## config.mk

```make
export PLATFORM = sky130hd
export DESIGN_NAME = fetch_decode_ctl
export DESIGN_NICKNAME = d
export VERILOG_FILES = /design/src/rtl/fetch_decode_ctl.sv
export SDC_FILE = /design/constraint.sdc
export NUM_CORES = 1
export LEC_CHECK = 0
export BUFFER_PORTS_ARGS = -buffer_cell sky130_fd_sc_hd__buf_2
export CORE_MARGIN = 2
export CORE_UTILIZATION = 45
export CTS_CLUSTER_DIAMETER = 120
export DETAILED_ROUTE_END_ITERATION = 12
export GPL_ROUTABILITY_DRIVEN = 0
export GPL_TIMING_DRIVEN = 0
export PLACE_DENSITY = 0.73
export SETUP_SLACK_MARGIN = 0.05
export SLEW_MARGIN = 40
export SYNTH_ARGS = -nofsm -noshare
export SYNTH_HDL_FRONTEND = slang
export SYNTH_SLANG_ARGS = --single-unit
```

## constraint.sdc

```tcl
create_clock -name clk -period 2.2 [get_ports clk]
set_clock_uncertainty 0.15 [all_clocks]
set_input_delay 0.44 -clock clk [delete_from_list [all_inputs] [get_ports clk]]
set_output_delay 0.44 -clock clk [all_outputs]
set_load 0.01 [all_outputs]
```

## src/rtl/fetch_decode_ctl.sv

```systemverilog
module fetch_decode_ctl #(
  parameter int AW = 12,
  parameter int DW = 16
) (
  input  logic          clk,
  input  logic          rst_n,
  input  logic          sc_inc,
  input  logic          sc_clr,
  input  logic [DW-1:0] mem_rdata,
  output logic [15:0]   tsig,
  output logic [2:0]    bus_sel,
  output logic          ar_ld,
  output logic          ir_ld,
  output logic          pc_inc,
  output logic          mem_rd,
  output logic [AW-1:0] pc,
  output logic [AW-1:0] ar,
  output logic [DW-1:0] ir,
  output logic [7:0]    dsig,
  output logic          ind,
  output logic          cls_mem_dir,
  output logic          cls_mem_ind,
  output logic          cls_reg,
  output logic          cls_io,
  output logic          done
);
  localparam logic [2:0] SEL_NONE = 3'b000;
  localparam logic [2:0] SEL_PC   = 3'b010;
  localparam logic [2:0] SEL_IR   = 3'b101;
  localparam logic [2:0] SEL_MEM  = 3'b111;

  logic [3:0]    sc;
  logic [2:0]    op;
  logic          go;
  logic [DW-1:0] bus;

  assign tsig = 16'h0001 << sc;
  assign dsig = 8'h01 << op;
  assign go   = sc_inc & ~sc_clr;

  assign bus_sel = tsig[0] ? SEL_PC  :
                   tsig[1] ? SEL_MEM :
                   tsig[2] ? SEL_IR  : SEL_NONE;

  always_comb begin
    case (bus_sel)
      SEL_PC:  bus = DW'(pc);
      SEL_MEM: bus = mem_rdata;
      SEL_IR:  bus = ir;
      default: bus = '0;
    endcase
  end

  assign ar_ld  = go & (tsig[0] | tsig[2]);
  assign ir_ld  = go & tsig[1];
  assign pc_inc = go & tsig[1];
  assign mem_rd = go & tsig[1];

  assign cls_mem_dir = tsig[3] & ~dsig[7] & ~ind;
  assign cls_mem_ind = tsig[3] & ~dsig[7] &  ind;
  assign cls_reg     = tsig[3] &  dsig[7] & ~ind;
  assign cls_io      = tsig[3] &  dsig[7] &  ind;
  assign done        = go & tsig[3] & dsig[7];

  always_ff @(posedge clk) begin
    if (!rst_n) begin
      sc  <= '0;
      pc  <= '0;
      ar  <= '0;
      ir  <= '0;
      op  <= '0;
      ind <= 1'b0;
    end else begin
      if (sc_clr || done) sc <= '0;
      else if (sc_inc)    sc <= sc + 4'd1;
      if (ar_ld)  ar <= bus[AW-1:0];
      if (ir_ld)  ir <= bus;
      if (pc_inc) pc <= pc + AW'(1);
      if (go && tsig[2]) begin
        op  <= ir[14:12];
        ind <= ir[15];
      end
    end
  end
endmodule


```

==> out/results.md, run 1 <==
| Stage | Item | Reported |
| --- | --- | --- |
| critical path | Critical Path Most Common Cell | sky130_fd_sc_hd__buf_6 |
| global route | Antenna violations before repair | 0 |
| critical path | Crit path from | sc[3]$_SDFFE_PP0P_ |
| timing | Pins Over Slew Limit | 0 |
| layout | Final std cells w/o fill | 543 |
| logic synthesis | Synthesized net count | 365 |
| logic synthesis | Async set or reset register ratio after synthesis | 0% |
| logic synthesis | Count of flip-flops with a built-in enable after synthesis | 0 |
| clock tree | Cell at the root of the clock tree | sky130_fd_sc_hd__clkbuf_8 |
| logic synthesis | Average cell area after synthesis | 8.28 µm² |
| critical path | Type of element launching the critical path | register |
| critical path | WP data arrival | 1.69 ns |
| pwr | Maximum vdd ir drop | 0.000366 V |
| timing | Actual slew at the worst max-slew pin | 0.561 ns |
| detailed routing | Count of nets left with antenna violations after detail routing | 0 |
| pwr | Power per cell area | 456 nW/µm² |
| die | I/O pin cnt | 97 |
| critical path | R2R depth | 6 |
| run status | Run status | finished, violations left |
| logic synthesis | Ys Warns | 0 |
| clock tree | Clock transition at the register clock pins on the worst setup and hold paths after CTS | 0.10 ns |
| die | Width of the chip | 82.9 µm |
| run status | Failing checks | setup timing |
| layout | Leading cell type in the layout, fill and taps excluded | sky130_fd_sc_hd__buf_2 |
| critical path | Slowest stage cell on the critical path | sky130_fd_sc_hd__or4b_4 |
| critical path | End of the worst register-to-register path | pc[4]$_SDFFE_PN0P_ |
| place | Total placed cells including tap cells | 509 |
| die | Overall die area | 6860 µm² |
| critical path | Cells traversed along the worst timing path | or4b_4 -> nor2_4 -> buf_6 -> buf_6 -> buf_6 |
| critical path | Beginning of the worst register-to-register path | sc[1]$_SDFFE_PP0P_ |
| hold path | Launch instance of the worst min-delay path | mem_rdata[12] |
| hold path | Class of the worst hold path | input port to register |
| global route | Vias in the first global route | 2844 |
| logic synthesis | Number of unique standard cell types used by synthesis | 41 |
| critical path | Number of cells on the critical path | 5 |
| clock tree | Later-pin clock latency in the skew report | 0.31 ns |
| logic synthesis | Fraction of synthesized cell area taken by the top area cell type | 34.3% |
| timing | Total negative slack | -0.267 ns |
| place | Final HPWL DP | 6280 µm |
| clock tree | Number of buffers between clock root and the deepest sink | 2 |
| global route | Total gr overflow | 0 |
| timing | Worst slew slack as a fraction of its limit | 62.6% |
| timing | Hold violation total from the final report | 0 |
| critical path | Kind of end point of the critical path | primary output |
| critical path | Maximum fanout encountered on the critical timing path | 4 |
| clock tree | CTS tree | built |
| global route | Total Routing Usage GR | 25.1% |
| clock tree | CTS H-Tree Depth | 2 |
| place | Port Buffers | 96 |
| logic synthesis | Flip-flop and latch count after synthesis | 48 |
| detailed routing | DR vias | 3211 |
| detailed routing | DRC violation total after the first TritonRoute iteration | 341 |
| detailed routing | Pre-Repair DR Iteration Count | 5 |
| place | Post-place instance area | 3370 µm² |
| detailed routing | Via density per instance | 5.91 |
| logic synthesis | Cell taking the most area after synthesis | sky130_fd_sc_hd__dfxtp_1 |
| die | Height of the die | 82.9 µm |
| place | Post-Place Worst Slack | -0.350 ns |
| global route | Wire length of the first global-routing pass | 14400 µm |
| detailed routing | Wire length per cell after detailed routing | 18.0 µm |
| die | Area inside the core boundary | 5960 µm² |
| layout | Post-route design area | 4090 µm² |
| layout | Final net count | 494 |
| logic synthesis | Sequential-to-total area share from yosys stat | 34.3% |
| clock tree | Clock buffers created by TritonCTS | 5 |
| logic synthesis | Cell types occupying the most area after synthesis | sky130_fd_sc_hd__dfxtp_1 (34%), sky130_fd_sc_hd__a21oi_1 (5.4%), sky130_fd_sc_hd__nand2b_1 (5.1%), sky130_fd_sc_hd__o311a_1 (3.9%), sky130_fd_sc_hd__a311oi_1 (3.8%) |
| timing | Fmax | 439 MHz |
| clock tree | Hold buffers post-CTS | 0 |
| timing | Setup repair after global routing missed its margin | true |
| critical path | Setup slack of the most critical reg-to-reg path | 0.13 ns |
| detailed routing | Total detailed-routing wirelength | 9750 µm |
| layout | Commonest cells after routing, fill and taps aside | sky130_fd_sc_hd__buf_2 (89), sky130_fd_sc_hd__dfxtp_1 (44), sky130_fd_sc_hd__a21oi_1 (29), sky130_fd_sc_hd__buf_4 (29), sky130_fd_sc_hd__nand2b_1 (21) |
| layout | Area added between synthesis and finish | 46.1% |
| clock tree | Clock tree sinks | 48 |
| logic synthesis | Most common flop cell mapped by yosys | sky130_fd_sc_hd__dfxtp_1 |
| die | Initial Utilization | 47.0% |
| timing | Clock period minus final worst setup slack | 2.28 ns |
| critical path | Slowest stage delay, CP | 0.56 ns |
| critical path | CP Class | register to primary output |
| critical path | Destination of the critical timing path | mem_rd |
| logic synthesis | Mapped Cells | 338 |
| flow run | Max-cap violation count | 0 |
| critical path | Req. time, crit path | 1.61 ns |
| global route | Pin count of the biggest net entering global routing | 17 |
| layout | Number of diodes | 0 |
| detailed routing | Drt drc | 0 |
| layout | Share of post-route cells with drive strength above 1 | 41.7% |
| timing | Setup Viol. Count Final | 8 |
| die | Std-Cell Rows | 28 |
| logic synthesis | Area of the mapped netlist | 2800 µm² |
| timing | Setup slack after layout | -0.0776 ns |
| layout | Final-layout fill cell count | 482 |
| critical path | Kind of cell with the highest combined delay on the critical path | simple AND/OR/NAND/NOR gates |
| timing | Final Cycle Share | 104% |
| pwr | Standby leakage power | 1.80 nW |
| critical path | WP buf/inv | 3 |
worst min-delay path by stage:
stage	to	slack, ns	cells after the start
2_1_floorplan	sc[1]$_SDFFE_PP0P_	0.35	2
3_3_place_gp	ind$_SDFFE_PN0P_	0.32	2
3_5_place_dp	op[0]$_SDFFE_PN0P_	0.32	2
4_1_cts	ir[14]$_SDFFE_PN0P_	0.25	3
5_1_grt	ir[12]$_SDFFE_PN0P_	0.26	3
6_report	ir[12]$_SDFFE_PN0P_	0.26	3
layer usage:
layer | part of all wire (%) | routed length (µm) | vias to the layer above | global-route usage (%)
li1 | - | - | 1492 | -
met1 | 44 | 4270 | 1523 | 34.5
met2 | 47 | 4560 | 165 | 40.2
met3 | 7.0 | 684 | 31 | 4.47
met4 | 2.4 | 238 | 0 | 7.60
met5 | 0 | 0 | - | 0
Yosys cell counts (all sizes together), types with 2 or more instances:
| library cell | number |
|---|---|
| dfxtp | 48 |
| a21oi | 30 |
| clkbuf | 25 |
| nand2b | 23 |
| nand2 | 20 |
| and3 | 16 |
| o21ai | 14 |
| a21boi | 12 |
| a311oi | 12 |
| nand3b | 12 |
| inv | 11 |
| o21bai | 11 |
| o311a | 11 |
| buf | 10 |
| nand3 | 10 |
| ha | 7 |
| nor2 | 7 |
| and2 | 6 |
| nor3b | 6 |
| mux2i | 5 |
| nand4b | 5 |
| nor3 | 5 |
| nand4 | 4 |
| nor4 | 4 |
| o31ai | 4 |
| or4 | 4 |
| nor2b | 3 |
| and3b | 2 |
| o211ai | 2 |
| or3 | 2 |
worst register-to-register path: stages (launching register included):
cell	delay, ns
sky130_fd_sc_hd__dfxtp_4	0.37
sky130_fd_sc_hd__inv_4	0.06
sky130_fd_sc_hd__ha_4	0.16
sky130_fd_sc_hd__or3b_4	0.44
sky130_fd_sc_hd__buf_4	0.18
sky130_fd_sc_hd__or4_1	0.47
sky130_fd_sc_hd__a21oi_1	0.16
flip-flops by register name (all words and copies together), names as in the netlist:
register  cells
ind           1
sc            4
op            3
ar           12
ir           16
pc           12
per-stage QoR:
| stage | utilization (%) | total power [W] | hold slack, ns |
|---|---|---|---|
| floorplan | - | 0.00106 | 0.345 |
| global placement | 56.7 | 0.00114 | 0.320 |
| detailed placement | 56.7 | 0.00114 | 0.323 |
| CTS | 65.0 | 0.00183 | 0.254 |
| global route | 68.6 | 0.00192 | 0.256 |
| finish | 68.6 | 0.00186 | 0.259 |
area by class of cell:
class	instances	area, µm²	share of cell area, %
multi-input combinational	243	1810	44.3
sequential	48	976	23.9
timing repair buffer	129	810	19.8
buffer	28	220	5.39
tap	75	93.8	2.30
clock buffer	5	68.8	1.68
inverter	12	60.1	1.47
clock inverter	3	46.3	1.13
cell families (layout without fill, tap and decap cells):
family	after synthesis	after routing	share of synthesized area [%]
xor gates and xnor gates	1	1	0.313
buffers and inverters	47	177	7.29
muxes	5	5	1.79
and+or+nand+nor	132	132	29.0
adders and majority gates	7	7	3.13
AOI/OAI and AO/OA	98	98	24.1
DFF	48	48	34.3
power by group:
group	total (W)	internal, W	switching, W	leakage (nW)
sequential	0.000898	0.000885	0.0000134	0.392
clock	0.000677	0.000343	0.000334	0.0548
combinational	0.000289	0.000133	0.000156	1.35
what timing repair did:
item | in CTS | in global routing
resized for setup | 67 | 44
buffers inserted | 19 | 14
gates cloned | 0 | 0
pin swaps | 7 | 11
setup endpoints to repair | 30 | 33
(Power assumes the default switching activity.)
==> run 2: changes to the inputs <==
ABC_AREA = 1   (was unset)
==> run 2 against run 1 <==
Net effect: the flow now finishes without violations; combinational power fell by 9.0%; global-route usage fell by 2.7 points; die area rose by 2.6%; synthesized area rose by 2.7%; setup slack improved by 0.099 ns; cell area fell by 4.3%; first-iteration DRC count fell by 30%; sequential share of layout area rose by 0.92 points; cell count rose by 17%; largest power group unchanged.
==> out/results.md, run 2 <==
| Stage | Item | Reported |
| --- | --- | --- |
| timing | Hold violation total from the final report | 0 |
| timing | Clock period minus final worst setup slack | 2.18 ns |
| die | I/O pin cnt | 97 |
| timing | Final Cycle Share | 99.0% |
| critical path | WP data arrival | 1.59 ns |
| layout | Area of the multi-input gates | 1600 µm² |
| logic synthesis | Fraction of synthesized cell area taken by the top area cell type | 33.4% |
| layout | Share of post-route cells with drive strength above 1 | 35.8% |
| critical path | Req. time, crit path | 1.61 ns |
| logic synthesis | Number of unique standard cell types used by synthesis | 32 |
| die | Width of the chip | 83.9 µm |
| clock tree | Clock transition at the register clock pins on the worst setup and hold paths after CTS | 0.09 ns |
| clock tree | CTS H-Tree Depth | 2 |
| critical path | Maximum fanout encountered on the critical timing path | 4 |
| die | Overall die area | 7040 µm² |
| logic synthesis | Synthesized net count | 465 |
| critical path | Kind of cell with the highest combined delay on the critical path | buffers and inverters |
| clock tree | CTS tree | built |
| layout | Final net count | 587 |
| logic synthesis | Average cell area after synthesis | 6.56 µm² |
| timing | Actual slew at the worst max-slew pin | 0.560 ns |
| clock tree | Number of buffers between clock root and the deepest sink | 2 |
| logic synthesis | Cell types occupying the most area after synthesis | sky130_fd_sc_hd__dfxtp_1 (33%), sky130_fd_sc_hd__nand2_1 (13%), sky130_fd_sc_hd__nand3_1 (7.8%), sky130_fd_sc_hd__inv_1 (7.7%), sky130_fd_sc_hd__nor2_1 (7.6%) |
| timing | Pins Over Slew Limit | 0 |
| logic synthesis | Most common flop cell mapped by yosys | sky130_fd_sc_hd__dfxtp_1 |
| logic synthesis | Sequential-to-total area share from yosys stat | 33.4% |
| die | Initial Utilization | 45.8% |
| critical path | CP Class | register to primary output |
| place | Final HPWL DP | 5670 µm |
| global route | Vias in the first global route | 2822 |
| layout | Largest registers ranked by flip-flop count | ir x16, ar x12, pc x12 |
| layout | Final-layout fill cell count | 546 |
| timing | Setup Viol. Count Final | 0 |
| clock tree | Clock tree sinks | 48 |
| layout | Final std cells w/o fill | 638 |
| clock tree | Cell at the root of the clock tree | sky130_fd_sc_hd__clkbuf_8 |
| place | Total placed cells including tap cells | 611 |
| logic synthesis | Mapped Cells | 438 |
| detailed routing | Total detailed-routing wirelength | 8320 µm |
| layout | Number of diodes | 0 |
| logic synthesis | Cell taking the most area after synthesis | sky130_fd_sc_hd__dfxtp_1 |
| timing | Worst slew slack as a fraction of its limit | 62.7% |
| logic synthesis | Commonest cells in the synthesized netlist | sky130_fd_sc_hd__nand2_1 (97), sky130_fd_sc_hd__inv_1 (59), sky130_fd_sc_hd__nor2_1 (58) |
| place | Port Buffers | 96 |
| logic synthesis | Async set or reset register ratio after synthesis | 0% |
| critical path | Type of element launching the critical path | register |
| global route | Total Routing Usage GR | 22.4% |
| critical path | WP buf/inv | 5 |
| die | Area inside the core boundary | 6280 µm² |
| timing | Setup repair after global routing missed its margin | true |
| detailed routing | Pre-Repair DR Iteration Count | 5 |
| layout | Total area of sequential cells | 970 µm² |
| detailed routing | DRC violation total after the first TritonRoute iteration | 237 |
| logic synthesis | Ys Warns | 0 |
| global route | Wire length of the first global-routing pass | 13100 µm |
| logic synthesis | Area of the mapped netlist | 2870 µm² |
| die | Std-Cell Rows | 29 |
| timing | Final hold slack | 0.224 ns |
| pwr | Maximum vdd ir drop | 0.000411 V |
| global route | Total gr overflow | 0 |
| clock tree | Later-pin clock latency in the skew report | 0.31 ns |
| critical path | Kind of end point of the critical path | primary output |
| detailed routing | Wire length per cell after detailed routing | 13.0 µm |
| layout | Commonest cells after routing, fill and taps aside | sky130_fd_sc_hd__nand2_1 (95), sky130_fd_sc_hd__buf_2 (94), sky130_fd_sc_hd__nor2_1 (57) |
| layout | Top reg by flops | ir |
| critical path | Critical Path Most Common Cell | sky130_fd_sc_hd__buf_6 |
| detailed routing | DR vias | 3163 |
| critical path | Slowest stage cell on the critical path | sky130_fd_sc_hd__dfxtp_4 |
| layout | Leading cell type in the layout, fill and taps excluded | sky130_fd_sc_hd__nand2_1 |
| hold path | Class of the worst hold path | input port to register |
| pwr | Standby leakage power | 2.03 nW |
| layout | Number of flip-flops in the largest register | 16 |
| detailed routing | Count of nets left with antenna violations after detail routing | 0 |
| critical path | Slowest stage delay, CP | 0.39 ns |
| timing | Fmax | 459 MHz |
| global route | Pin count of the biggest net entering global routing | 16 |
| layout | Area added between synthesis and finish | 36.1% |
| pwr | Power per cell area | 476 nW/µm² |
| logic synthesis | Flip-flop and latch count after synthesis | 48 |
| die | Height of the die | 83.9 µm |
| logic synthesis | Count of flip-flops with a built-in enable after synthesis | 0 |
| flow run | Max-cap violation count | 0 |
| run status | Run status | finished, final reports clean |
| clock tree | Clock buffers created by TritonCTS | 5 |
| critical path | Cells traversed along the worst timing path | inv_4 -> ha_4 -> inv_4 -> nor3_4 -> buf_6 -> nand2_8 -> o21ai_4 -> buf_6 -> buf_6 |
| clock tree | Hold buffers post-CTS | 0 |
| detailed routing | Drt drc | 0 |
| detailed routing | Via density per instance | 4.96 |
| global route | Antenna violations before repair | 0 |
| logic synthesis | Most frequently used cell type in the post-synthesis netlist | sky130_fd_sc_hd__nand2_1 |
==> run 2: cell types whose count changed in the layout (fill, tap and decap cells not counted), sizes merged, moves of 12 or more <==
cell    change
and3       -16
a21boi     -12
nor3       +12
nand2      +93
inv        +58
nand2b     -23
nand3b     -12
clkbuf     -12
nand3      +37
a311oi     -12
nor2       +69
==> run 2: logic make-up (layout without fill, tap and decap cells) <==
family / Yosys count / in the layout / synth area share [%]
simple gates: 258 / 258 / 42.2
buf+inv: 91 / 214 / 14.4
flops: 48 / 48 / 33.4
compound gates: 32 / 32 / 6.23
fa+ha+maj: 7 / 7 / 3.05
xor+xnor: 2 / 2 / 0.610
==> run 2: cell type report <==
type,instances,share of cell area (%)
buffer,18,4.22
clock buffer,6,2.11
clock inverter,2,0.992
inverter,73,7.52
multi-input combinational,299,41.0
sequential,48,24.8
tap,77,2.46
timing repair buffer,115,16.9
==> run 2: path summary, 6_finish.rpt <==
kind,start,to,slack [ns],depth (start not counted)
worst max-delay path,sc[0]$_SDFFE_PP0P_,ar_ld,0.02,9
worst min-delay path,mem_rdata[12],ir[12]$_SDFFE_PN0P_,0.22,3
worst max register to register,sc[1]$_SDFFE_PP0P_,ir[10]$_SDFFE_PN0P_,0.32,10
worst min register to register,ir[12]$_SDFFE_PN0P_,ir[12]$_SDFFE_PN0P_,0.34,2
==> run 2: layer usage <==
metal  up-vias  routed length, µm  global-route usage, %
li1       1591                  -                      -
met1      1448               3700                   28.2
met2       102               4060                   40.4
met3        22                411                   2.47
met4         0                147                   6.01
met5         -                  0                      0
==> run 2: metrics by stage <==
step	setup slack (ns)	util, %	area (µm²)	setup TNS (ns)	total power [W]
after floorplan	0.246	-	2870	0	0.00107
after global placement	-0.000484	55.0	3450	-0.000484	0.00115
after detailed placement	-0.0226	55.0	3450	-0.0226	0.00115
after CTS	0.0285	60.3	3790	0	0.00185
after global routing	-0.0367	62.3	3910	-0.0584	0.00193
final	0.0210	62.3	3910	0	0.00186
==> run 2: worst register-to-register path: stages, from the launching register on <==
cell	delay (ns)
sky130_fd_sc_hd__dfxtp_4	0.39
sky130_fd_sc_hd__inv_4	0.09
sky130_fd_sc_hd__ha_4	0.18
sky130_fd_sc_hd__nand3_4	0.10
sky130_fd_sc_hd__nor2_4	0.13
sky130_fd_sc_hd__buf_4	0.17
sky130_fd_sc_hd__buf_2	0.24
sky130_fd_sc_hd__nor2_1	0.10
sky130_fd_sc_hd__nor2_1	0.15
sky130_fd_sc_hd__nand2_1	0.09
sky130_fd_sc_hd__inv_1	0.05
==> run 2: where the power goes <==
part           switching (W)  internal (W)
Sequential         0.0000191      0.000890
Clock               0.000317      0.000372
Combinational       0.000150      0.000113
==> run 2: repair_timing <==
item / CTS / global route
gates resized for setup: 34 / 15
setup buffers: 13 / 6
pin swaps: 6 / 8
setup endpoints to repair: 16 / 12
==> run 3: changes to the inputs <==
CTS_BUF_LIST = sky130_fd_sc_hd__clkbuf_16   (was unset)
TNS_END_PERCENT = 1   (was unset)
==> run 3 against run 2 <==
Net effect: die area unchanged; count of clock-buffer cells in the layout down 1; global-route usage shrank 1.1 points; critical path depth stayed put; utilization is 0.82 points higher; non-clock buffer count grew 1; sequential power about the same; hold slack better by 0.024 ns; fmax increased by 0.73%; critical path type unchanged.
==> out/results.md, run 3 (synthesized netlist as in run 2, its figures left out) <==
| Stage | Item | Reported |
| --- | --- | --- |
| global route | Antenna violations before repair | 0 |
| global route | Total gr overflow | 0 |
| layout | Final net count | 588 |
| timing | Total negative slack | 0 ns |
| detailed routing | Wire length per cell after detailed routing | 13.0 µm |
| place | Total placed cells including tap cells | 611 |
| layout | Top reg by flops | ir |
| timing | Setup repair after global routing missed its margin | true |
| timing | Pins Over Slew Limit | 0 |
| hold path | Class of the worst hold path | input port to register |
| detailed routing | Count of nets left with antenna violations after detail routing | 0 |
| critical path | Req. time, crit path | 1.61 ns |
| die | Area inside the core boundary | 6280 µm² |
| critical path | Slowest stage delay, CP | 0.38 ns |
| layout | Largest registers ranked by flip-flop count | ir x16, ar x12, pc x12 |
| timing | Final hold slack | 0.248 ns |
| timing | Fmax | 462 MHz |
| detailed routing | Via density per instance | 4.99 |
| layout | Final-layout fill cell count | 542 |
| pwr | Maximum vdd ir drop | 0.000374 V |
| layout | Share of post-route cells with drive strength above 1 | 35.6% |
| critical path | Maximum fanout encountered on the critical timing path | 4 |
| die | Initial Utilization | 45.8% |
| global route | Pin count of the biggest net entering global routing | 16 |
| detailed routing | Pre-Repair DR Iteration Count | 5 |
| die | Width of the chip | 83.9 µm |
| layout | Area added between synthesis and finish | 37.9% |
| clock tree | Later-pin clock latency in the skew report | 0.29 ns |
| timing | Hold violation total from the final report | 0 |
| layout | Commonest cells after routing, fill and taps aside | sky130_fd_sc_hd__nand2_1 (95), sky130_fd_sc_hd__buf_2 (94), sky130_fd_sc_hd__nor2_1 (57) |
| timing | Actual slew at the worst max-slew pin | 0.567 ns |
| layout | Leading cell type in the layout, fill and taps excluded | sky130_fd_sc_hd__nand2_1 |
| timing | Setup Viol. Count Final | 0 |
| global route | Wire length of the first global-routing pass | 12500 µm |
| critical path | Cells traversed along the worst timing path | inv_4 -> ha_4 -> inv_4 -> nor3_4 -> buf_6 -> nand2_4 -> nand2_2 -> buf_4 -> buf_6 |
| clock tree | Clock transition at the register clock pins on the worst setup and hold paths after CTS | 0.07 ns |
| layout | Number of diodes | 0 |
| clock tree | Clock tree sinks | 48 |
| layout | Final std cells w/o fill | 639 |
| clock tree | CTS tree | built |
| timing | Clock period minus final worst setup slack | 2.16 ns |
| flow run | Max-cap violation count | 0 |
| pwr | Power per cell area | 516 nW/µm² |
| detailed routing | DR vias | 3186 |
| die | I/O pin cnt | 97 |
| pwr | Standby leakage power | 2.06 nW |
| place | Port Buffers | 96 |
| clock tree | Number of buffers between clock root and the deepest sink | 2 |
| clock tree | Clock buffers created by TritonCTS | 5 |
| timing | Final Cycle Share | 98.3% |
| die | Height of the die | 83.9 µm |
| critical path | WP data arrival | 1.57 ns |
| global route | Total Routing Usage GR | 21.3% |
| layout | Total area of sequential cells | 970 µm² |
| die | Overall die area | 7040 µm² |
| critical path | Kind of end point of the critical path | primary output |
| critical path | Slowest stage cell on the critical path | sky130_fd_sc_hd__dfxtp_4 |
| run status | Run status | finished, final reports clean |
| detailed routing | DRC violation total after the first TritonRoute iteration | 181 |
| layout | Final core occ | 63.1% |
| clock tree | CTS H-Tree Depth | 2 |
| critical path | CP Class | register to primary output |
| timing | Worst slew slack as a fraction of its limit | 62.2% |
| clock tree | Cell at the root of the clock tree | sky130_fd_sc_hd__clkbuf_16 |
| layout | Number of flip-flops in the largest register | 16 |
| die | Std-Cell Rows | 29 |
| detailed routing | Total detailed-routing wirelength | 8300 µm |
| global route | Vias in the first global route | 2815 |
| detailed routing | Drt drc | 0 |
| layout | Area of the multi-input gates | 1600 µm² |
| critical path | Type of element launching the critical path | register |
| place | Final HPWL DP | 5670 µm |
[run 3: cell types whose count changed in the layout (fill, tap and decap cells not counted), sizes merged]
cell and change:
inv +1
[run 3: cell type report]
class / count / area share (%)
timing repair buffer: 116 / 17.2
sequential: 48 / 24.5
tap: 77 / 2.43
inverter: 73 / 7.42
clock inverter: 3 / 1.07
buffer: 18 / 3.89
clock buffer: 5 / 3.16
multi-input combinational: 299 / 40.4
[run 3: final timing paths]
path | depth (start not counted) | startpoint | to | slack, ns
worst max-delay path | 9 | sc[0]$_SDFFE_PP0P_ | bus_sel[2] | 0.04
worst min-delay path | 3 | mem_rdata[12] | ir[12]$_SDFFE_PN0P_ | 0.25
worst max register to register | 13 | sc[0]$_SDFFE_PP0P_ | ar[0]$_SDFFE_PN0P_ | 0.30
worst min register to register | 2 | ir[12]$_SDFFE_PN0P_ | ir[12]$_SDFFE_PN0P_ | 0.34
[run 3: repair_timing]
item | 4_1_cts | 5_1_grt
endpoints found under the setup margin | 15 | 11
gates resized for setup | 28 | 16
setup buffers | 9 | 10
hold buffers | 0 | 0
gates cloned | 0 | 1
pin swaps | 3 | 6
[run 3: per-stage QoR]
step	instance area [µm²]	total power [W]	worst slack, ns
after global placement	3450	0.00115	-0.000484
after floorplan	2870	0.00107	0.246
after global routing	3960	0.00212	0.00159
after detailed placement	3450	0.00115	-0.0226
after CTS	3780	0.00204	0.0216
final	3960	0.00204	0.0367
[run 3: critical path, delay by kind of cell (launching register included)]
kind / cells / cell delay (ns)
DFF: 1 / 0.38
adders and majority gates: 1 / 0.14
buffers and inverters: 5 / 0.48
and+or+nand+nor: 3 / 0.29
[run 3: layer usage]
metal / vias up / global-route usage (%) / share of wire [%]
met4: 0 / 7.62 / 2.0
li1: 1593 / - / -
met2: 88 / 37.7 / 51
met5: - / 0 / 0
met3: 16 / 3.07 / 4.1
met1: 1489 / 26.2 / 43
[run 3: report_power, final]
group          switching (W)  internal, W
clock network       0.000335     0.000535
registers          0.0000189     0.000891
logic               0.000150     0.000113
total               0.000504      0.00154
